### src/rtl/md_pkg.sv
package md_pkg;
  typedef enum logic [1:0] {
    OP_MUL  = 2'b00,
    OP_MULU = 2'b01,
    OP_DIV  = 2'b10,
    OP_DIVU = 2'b11
  } mdOp_e;

  // strobes from control to datapath
  typedef struct packed {
    logic load;
    logic step;
    logic fix;
  } mdCtl_t;
endpackage

### src/rtl/md_ctrl.sv
module md_ctrl
  import md_pkg::*;
#(
  parameter int ITERS = 32
) (
  input  logic   clk,
  input  logic   rstN,
  input  logic   start,
  output mdCtl_t ctl,
  output logic   busy,
  output logic   done
);
  localparam int CW = $clog2(ITERS);
  localparam int LW = $clog2(ITERS + 2) + 1;

  typedef enum logic [1:0] {S_IDLE, S_ITER, S_FIX} state_e;

  state_e        state;
  logic [CW-1:0] cnt;

  always_ff @(posedge clk or negedge rstN) begin
    if (!rstN) begin
      state <= S_IDLE;
      cnt   <= '0;
      done  <= 1'b0;
    end else begin
      done <= (state == S_FIX);
      case (state)
        S_IDLE: if (start) begin
          state <= S_ITER;
          cnt   <= '0;
        end
        S_ITER: begin
          if (cnt == CW'(ITERS - 1)) state <= S_FIX;
          else cnt <= cnt + 1'b1;
        end
        S_FIX:   state <= S_IDLE;
        default: state <= S_IDLE;
      endcase
    end
  end

  always_comb begin
    ctl.load = (state == S_IDLE) && start;
    ctl.step = (state == S_ITER);
    ctl.fix  = (state == S_FIX);
  end

  assign busy = (state != S_IDLE);

  // checker: length of the current busy run
  logic [LW-1:0] busyLen;
  always_ff @(posedge clk or negedge rstN) begin
    if (!rstN) busyLen <= '0;
    else if (busy) busyLen <= busyLen + 1'b1;
    else busyLen <= '0;
  end


  busy_len_chk: assert property (@(posedge clk) disable iff (!rstN)
    ctl.fix |-> (busyLen == LW'(ITERS)));


  done_pulse_chk: assert property (@(posedge clk) disable iff (!rstN)
    done |=> !done);


  start_ignored_chk: assert property (@(posedge clk) disable iff (!rstN)
    (ctl.step && start && cnt != CW'(ITERS - 1)) |=> (cnt == $past(cnt) + 1'b1));
endmodule

### src/rtl/md_datapath.sv
module md_datapath
  import md_pkg::*;
#(
  parameter int W = 32
) (
  input  logic         clk,
  input  logic         rstN,
  input  mdCtl_t       ctl,
  input  logic [1:0]   opSel,
  input  logic [W-1:0] opA,
  input  logic [W-1:0] opB,
  output logic [W-1:0] hiOut,
  output logic [W-1:0] loOut
);
  localparam int AW = 2 * W;

  logic [AW-1:0] acc;
  logic [W-1:0]  mag;
  logic          isDiv, negProd, negQuo, negRem, divZero;

  // operand sign handling at load
  logic         signedOp, sA, sB;
  logic [W-1:0] absA, absB;
  always_comb begin
    signedOp = (opSel == OP_MUL) || (opSel == OP_DIV);
    sA   = signedOp && opA[W-1];
    sB   = signedOp && opB[W-1];
    absA = sA ? (~opA + 1'b1) : opA;
    absB = sB ? (~opB + 1'b1) : opB;
  end

  // the one shared adder: add for multiply, subtract for divide
  logic [W:0]   addL, addR;
  logic [W+1:0] sum;
  always_comb begin
    addL = isDiv ? acc[AW-1:W-1] : {1'b0, acc[AW-1:W]};
    addR = isDiv ? ~{1'b0, mag}  : {1'b0, mag};
    sum  = {1'b0, addL} + {1'b0, addR} + (W+2)'(isDiv);
  end

  logic [AW-1:0] prodFix;
  logic [W-1:0]  remFix, quoFix;
  always_comb begin
    prodFix = negProd ? (~acc + 1'b1) : acc;
    remFix  = negRem ? (~acc[AW-1:W] + 1'b1) : acc[AW-1:W];
    quoFix  = (negQuo && !divZero) ? (~acc[W-1:0] + 1'b1) : acc[W-1:0];
  end

  always_ff @(posedge clk or negedge rstN) begin
    if (!rstN) begin
      acc     <= '0;
      mag     <= '0;
      isDiv   <= 1'b0;
      negProd <= 1'b0;
      negQuo  <= 1'b0;
      negRem  <= 1'b0;
      divZero <= 1'b0;
      hiOut   <= '0;
      loOut   <= '0;
    end else begin
      if (ctl.load) begin
        isDiv   <= opSel[1];
        negProd <= sA ^ sB;
        negQuo  <= sA ^ sB;
        negRem  <= sA;
        divZero <= (opB == '0);
        if (opSel[1]) begin
          acc <= {{W{1'b0}}, absA};
          mag <= absB;
        end else begin
          acc <= {{W{1'b0}}, absB};
          mag <= absA;
        end
      end else if (ctl.step) begin
        if (isDiv) begin
          if (sum[W+1]) acc <= {sum[W-1:0], acc[W-2:0], 1'b1};
          else          acc <= {acc[AW-2:0], 1'b0};
        end else begin
          if (acc[0]) acc <= {sum[W:0], acc[W-1:1]};
          else        acc <= {1'b0, acc[AW-1:1]};
        end
      end else if (ctl.fix) begin
        if (isDiv) begin
          hiOut <= remFix;
          loOut <= quoFix;
        end else begin
          hiOut <= prodFix[AW-1:W];
          loOut <= prodFix[W-1:0];
        end
      end
    end
  end


  rem_bound_chk: assert property (@(posedge clk) disable iff (!rstN)
    (ctl.step && isDiv && mag != '0) |=> (acc[AW-1:W] < mag));


  zero_div_bit_chk: assert property (@(posedge clk) disable iff (!rstN)
    (ctl.step && isDiv && divZero) |=> acc[0]);


  result_hold_chk: assert property (@(posedge clk) disable iff (!rstN)
    (ctl.step || ctl.load) |=> ($stable(hiOut) && $stable(loOut)));
endmodule

### src/rtl/md_unit.sv
module md_unit
  import md_pkg::*;
#(
  parameter int W = 32
) (
  input  logic         clk,
  input  logic         rstN,
  input  logic         start,
  input  logic [1:0]   opSel,
  input  logic [W-1:0] opA,
  input  logic [W-1:0] opB,
  output logic         busy,
  output logic         done,
  output logic [W-1:0] hiOut,
  output logic [W-1:0] loOut
);
  mdCtl_t ctl;

  md_ctrl #(.ITERS(W)) i_ctrl (
    .clk   (clk),
    .rstN  (rstN),
    .start (start),
    .ctl   (ctl),
    .busy  (busy),
    .done  (done)
  );

  md_datapath #(.W(W)) i_dp (
    .clk   (clk),
    .rstN  (rstN),
    .ctl   (ctl),
    .opSel (opSel),
    .opA   (opA),
    .opB   (opB),
    .hiOut (hiOut),
    .loOut (loOut)
  );


  done_idle_chk: assert property (@(posedge clk) disable iff (!rstN)
    done |-> (!busy && $past(busy)));
endmodule

### config.mk
export PLATFORM = sky130hd
export DESIGN_NAME = md_unit
export DESIGN_NICKNAME = d
export VERILOG_FILES = /design/src/rtl/md_pkg.sv /design/src/rtl/md_ctrl.sv /design/src/rtl/md_datapath.sv /design/src/rtl/md_unit.sv
export SDC_FILE = /design/constraint.sdc
export NUM_CORES = 1
export LEC_CHECK = 0
export ABC_AREA = 1
export ABC_CLOCK_PERIOD_IN_PS = 3600
export BUFFER_PORTS_ARGS = -buffer_cell sky130_fd_sc_hd__buf_2
export CORE_MARGIN = 2
export CORE_UTILIZATION = 40
export DETAILED_ROUTE_END_ITERATION = 6
export SLEW_MARGIN = 40
export SYNTH_ARGS = -nofsm -noshare
export SYNTH_HDL_FRONTEND = slang
export SYNTH_SLANG_ARGS = --single-unit
### constraint.sdc
create_clock -name clk -period 3.6 [get_ports clk]
set_input_delay 1.08 -clock clk [delete_from_list [all_inputs] [get_ports clk]]
set_output_delay 1.08 -clock clk [all_outputs]
set_load 0.005 [all_outputs]
# ---- Word-level counts from Yosys, hierarchy flattened
# Index checks and enable logic that the tools add are counted.
dict set report word_totals {
  reg_bits 172
  out_inout_bits 66
  elab_cells 72
  inputBits 69
}
dict set report op_classes {
  add_sub_neg 8
  eq_ne 7
  n_mux 22
  n_reduce_logical 15
  bitwise_logic 9
}
# cell count
set op_table {}
lappend op_table {{two-way mux 64 bit} 6}
lappend op_table {{two-way mux 32 bit} 8}
lappend op_table {{adder 32 x 1 -> 32 bit (second input constant)} 4}
lappend op_table {{NOT 32 bit} 4}
lappend op_table {{two-way mux 33 bit} 2}
lappend op_table {{adder 64 x 1 -> 64 bit (second input constant)} 1}
lappend op_table {{NOT 64 bit} 1}
lappend op_table {{adder 33 x 33 -> 34 bit} 1}
lappend op_table {{adder 34 x 1 -> 34 bit} 1}
lappend op_table {{NOT 32 -> 33 bit} 1}
lappend op_table {{zero test 32 bit} 1}
lappend op_table {{two-way mux 5 bit} 2}
lappend op_table {{case mux 5 bit (2 select lines)} 1}
lappend op_table {{AND reduction 3 bit} 2}
lappend op_table {{nonzero test 2 bit} 3}
lappend op_table {{adder 5 x 1 -> 5 bit (second input constant)} 1}
lappend op_table {{== test 5 bit (second input constant)} 1}
lappend op_table {{== test 2 bit (second input constant)} 2}
lappend op_table {{logical AND 1 bit} 4}
lappend op_table {{zero test 2 bit} 2}
lappend op_table {{two-way mux 2 bit} 2}
lappend op_table {{inequality test 2 bit (second input constant)} 2}
lappend op_table {{case mux 2 bit (2 select lines)} 1}
lappend op_table {{== test 2 x 1 -> 1 bit (second input constant)} 1}
lappend op_table {{other kinds (6)} 7}

# ---- Longest topological paths before layout
dict set report logic_depth {
  ltp_word 8
  mapped_depth 23
  depth_no_buf 20
}

# ---- Hierarchy
# A second synthesis with hierarchy kept.
dict set report hier_totals {
  cells_unflattened 2615
  area_unflattened_um2 16012.9
}
# module seq_area_each_um2 n_inst area_each_um2 cells_per_inst
set by_module_without_submodules {}
lappend by_module_without_submodules {md_datapath 4103.9 1 15625.0 2570}
lappend by_module_without_submodules {md_ctrl 200.2 1 387.9 45}

# ---- Worst setup path before layout
# No wires, ideal clock.
dict set report synth_path {
  path_kind {register to register}
  startpoint {register i_dp.isDiv}
  endpoint {register i_dp.acc[39]}
  arrival_time_ns 2.993
  setup_ns 0.126
  n_path_buf 6
  required_ns 3.474
  path_stages_with_launch 20
  slack_ns 0.481
  synth_period_minus_slack_ns 3.119
  path_cell_list {dfrtp_1 buf_4 inv_4 clkbuf_1 clkbuf_1 clkbuf_1 a21oi_1 ha_1 a21oi_1 inv_1 nor2_1 a21oi_1 nor2_2 nand2_4 buf_12 buf_12 nand2_1 o21ai_1 nand2_1 o21ai_2}
}
dict set report synth_between {
  elab_chain_len 7
  elab_cells_between_ends 9
  cone_classes {add/sub (2); mux (7)}
}
# element line_no
set synth_rtl {}
lappend synth_rtl {{from (decl)} md_datapath.sv:19} ;# logic isDiv, negProd, negQuo, negRem, divZero;
lappend synth_rtl {{from (signal assigned)} md_datapath.sv:62} ;# isDiv <= opSel[1];
lappend synth_rtl {{two-way mux 33 bit (on tied branches)} {md_datapath.sv:36, md_datapath.sv:37}}
lappend synth_rtl {{adder 33 x 33 -> 34 bit} md_datapath.sv:38} ;# sum = {1'b0, addL} + {1'b0, addR} + (W+2)'(isDiv);
lappend synth_rtl {{adder 34 x 1 -> 34 bit} md_datapath.sv:38}
lappend synth_rtl {{two-way mux 64 bit (on tied branches)} {md_datapath.sv:79, md_datapath.sv:76}}
lappend synth_rtl {{two-way mux 64 bit *} md_datapath.sv:75} ;# if (isDiv) begin
lappend synth_rtl {{two-way mux 64 bit *} md_datapath.sv:74} ;# end else if (ctl.step) begin
lappend synth_rtl {{two-way mux 64 bit *} md_datapath.sv:61} ;# if (ctl.load) begin
lappend synth_rtl {{to (signal assigned)} md_datapath.sv:76} ;# if (sum[W+1]) acc <= {sum[W-1:0], acc[W-2:0], 1'b1};
lappend synth_rtl {{to (signal assigned)} md_datapath.sv:79} ;# if (acc[0]) acc <= {sum[W:0], acc[W-1:1]};
lappend synth_rtl {{to (signal assigned)} md_datapath.sv:80} ;# else acc <= {1'b0, acc[AW-1:1]};
lappend synth_rtl {{to (decl)} md_datapath.sv:17} ;# logic [AW-1:0] acc;
# Mark *: on every way between the ends. The rest lies on a longest branch, timed or not. The select of a mux whose other input is x is not followed.
# A chain may end at the register's enable or synchronous reset.

# ---- Worst setup path in the final report
dict set report layout_path {
  startpoint {register i_dp.isDiv}
  endpoint {register i_dp.acc[49]}
}
# Same word-level chain as after synthesis.

==> flow_summary.toml <==
[synth]
synth_top_area_cell = "dfrtp_1"
ys.warnings.count = 0
postSynthAreaPerCell_um2 = 6.009
synth.distinct_cells = 55
synth_largest_type_area_fraction_pct = 25.56
synth_enable_flop_cells = 0
synth-async-reset-ratio_pct = 100.0
postSynthRegisterBits = 172
netlist_instances = 2802
synth_nets = 2909
netlist_top_cells_area = "dfrtp_1, nand2_1, nor2_1"
synthesis.area_um2 = 16840
ys.flop_type = "dfrtp_1"
synth.yosys.seq_area_share_pct = 25.56

[critical_path]
cpPeakStageDelay_ns = 0.50
cp.arrival_ns = 3.79
cp.required_ns = 4.02
worst_path_max_delay_cell = "dfrtp_4"
crit_path_category = "reg2reg"
path_cells = "inv_4 > nor2_1 > a21oi_1 > ha_1 > nand2_1 > inv_1 > nand2_1 > nor3_1 > nand4_1 > nand4_1 > nand3_1 > a21oi_1 > nand2_1 > nand2_1"
worst_setup_path_end_kind = "register"
start_kind = "register"
path_max_fanout = 55
critical_path.n_buffers_inverters = 2
path_delay_family = "simple AND/OR/NAND/NOR gates"
critPathMostFrequentCell = "nand2_1"

[final_layout]
diodes = 0
drive_gt1_share_pct = 10.00
area_growth_syn_to_layout_pct = 10.85
final_net_count = 2985
fill_cells = 4581

[clock_network]
cts_tree = "built"
clock-sinks = 172
cts.repair_timing.setup_buffer_count = 0
htreeDepth = 4
ctsLongestPathBuffers = 2
cts_buffers = 17
clk_root_buffer_cell = "clkbuf_16"
postCtsResizedCells = 0
postCtsHoldBufs = 0
clk_transition_reported_paths_ns = 0.07
insertion_delay_ns = 0.48

[route]
detail_route.wirelength_mm = 71.94
detail_route.iter0.violations = 1823
length_of_the_first_detailed_routing_pass_in_iterations = 6
drc_errors = 0
antenna_left = 0
detailroute.via_count = 19122
post_drt_wl_per_cell_um = 20.98
viasPerCell = 5.577

[floorplan]
core_region_area_um2 = 41760
die_area_um2 = 43750
initial_core_util_pct = 40.32
std_cell_rows = 75
die_height_um = 209.2
die_w_um = 209.2
pin_count = 135

[sta]
f_max_mhz = 296.3
worst_pin_slew_ns = 0.8268
timing.final.max_slew_violations = 0
timing.final.crit_period_ns = 3.375
skew_ns = 0.01700
timing.final.setup_violations = 0
relSlewSlack_pct = 44.18
timing.setup.tns_ns = 0
rsz_0062_raised_after_global_routing = "false"
finalHoldViolations = 0
post-route-period-util_pct = 93.76

[min_path]
worstHoldPathType = "reg2reg"

[grt]
grt_pass1_vias = 18655
grt_usage_pct = 33.13
grt_pass1_wl_mm = 110.5
gr-total-overflow = 0
antenna_found_initial = 0
pin_count_of_the_biggest_net_entering_global_routing = 94

[placed_design]
place_hpwl_mm = 56.87
globalplace.congestion = 0.9857
buffer_ports.inserted = 134

[run_status]
status = "finished clean"

[run]
cap_violations = 0
[sequential cells by signal (all words and copies together), names as in the netlist]
register,count
i_ctrl.cnt,5
i_ctrl.done,1
i_ctrl.state,2
i_dp.acc,64
i_dp.divZero,1
i_dp.hiOut,32
i_dp.isDiv,1
i_dp.loOut,32
i_dp.mag,32
i_dp.negProd,1
i_dp.negRem,1
[Yosys cell counts, types with 22 or more instances]
master / number
a21oi_1: 140
a31oi_1: 25
buf_2: 22
clkbuf_1: 84
dfrtp_1: 172
ha_1: 37
inv_1: 280
nand2_1: 894
nand3_1: 227
nand4_1: 33
nor2_1: 322
o211ai_1: 22
o21ai_0: 182
o21ai_1: 26
o22ai_1: 23
xor2_1: 127
[final timing paths]
kind                                     start              to  slack [ns]  cells after the start
worst max-delay path                i_dp.isDiv    i_dp.acc[49]        0.22                     14
min in group asynchronous                 rstN    i_dp.acc[62]        0.53                      1
max in group asynchronous                 rstN      i_dp.isDiv        2.33                      2
worst min-delay path            i_dp.hiOut[31]  i_dp.hiOut[31]        0.47                      2
worst max register to register      i_dp.isDiv    i_dp.acc[49]        0.22                     14
worst min register to register  i_dp.hiOut[31]  i_dp.hiOut[31]        0.47                      2
[stage by stage]
| step | hold slack, ns | util (%) | cells | worst slack [ns] | area [um2] |
|---|---|---|---|---|---|
| after floorplan | 0.4724 | - | 2802 | 0.4812 | 16840 |
| after global placement | 0.4593 | 43.36 | 3398 | 0.2713 | 18110 |
| after detailed placement | 0.4599 | 43.37 | 3398 | 0.3608 | 18110 |
| after CTS | 0.4778 | 44.70 | 3429 | 0.3366 | 18660 |
| after global routing | 0.4855 | 44.70 | 3429 | 0.04519 | 18660 |
| final | 0.4704 | 44.70 | 3429 | 0.2248 | 18660 |
[cell families after synthesis]
kind of cell	count (synthesis)	share of synthesized area, %
simple gates	1575	39.21
flops	172	25.56
xor+xnor	135	7.022
compound gates	467	15.49
fa+ha+maj	38	2.868
buf+inv	415	9.854
[cell usage in the layout (no fill, tap or decap), types with 4 or more instances in the layout]
cell type and n:
nor3_1 21, o21ai_2 16, nand2_1 893, o22ai_1 23, clkinvlp_4 4, o21bai_1 7
nor3_2 4, nor2_1 317, nor4_1 7, nand3b_1 21, buf_2 133, nand3_1 227
o31ai_1 6, ha_1 37, a31oi_1 25, nand4_1 33, nand3_2 11, o21ai_0 182
buf_12 7, xor2_1 127, nor2_4 5, dfrtp_1 171, nand2_2 10, inv_2 7
a21oi_1 140, o21ai_1 26, o211ai_1 22, nor2_2 17, clkbuf_16 17, inv_1 280
buf_4 42, xnor2_1 8
[worst register-to-register path, stage by stage, from the launching register on]
cell     delay [ns]
dfrtp_4        0.50
inv_4          0.43
nor2_1         0.16
a21oi_1        0.33
ha_1           0.28
nand2_1        0.12
inv_1          0.08
nand2_1        0.13
nor3_1         0.34
nand4_1        0.27
nand4_1        0.29
nand3_1        0.12
a21oi_1        0.15
nand2_1        0.07
nand2_1        0.06
[metal layers]
metal	vias up	track usage, %	share of wire, %
li1	9209	-	-
met1	9060	41.61	42
met2	685	56.28	47
met3	168	3.607	4.8
met4	0	17.00	5.4
met5	-	0	0
[cell type report]
class                           count  area, um2  area share [%]
Multi-Input combinational cell   2215      10910           58.45
Sequential cell                   172       4308           23.08
Timing Repair Buffer              183       1132           6.067
Inverter                          289       1087           5.826
Tap cell                          539      674.4           3.613
Clock buffer                       21      460.4           2.467
Clock inverter                     10      92.59          0.4961
Power is not shown: default switching activity piles up to over one toggle a cycle in this logic, so the estimate is an artifact.
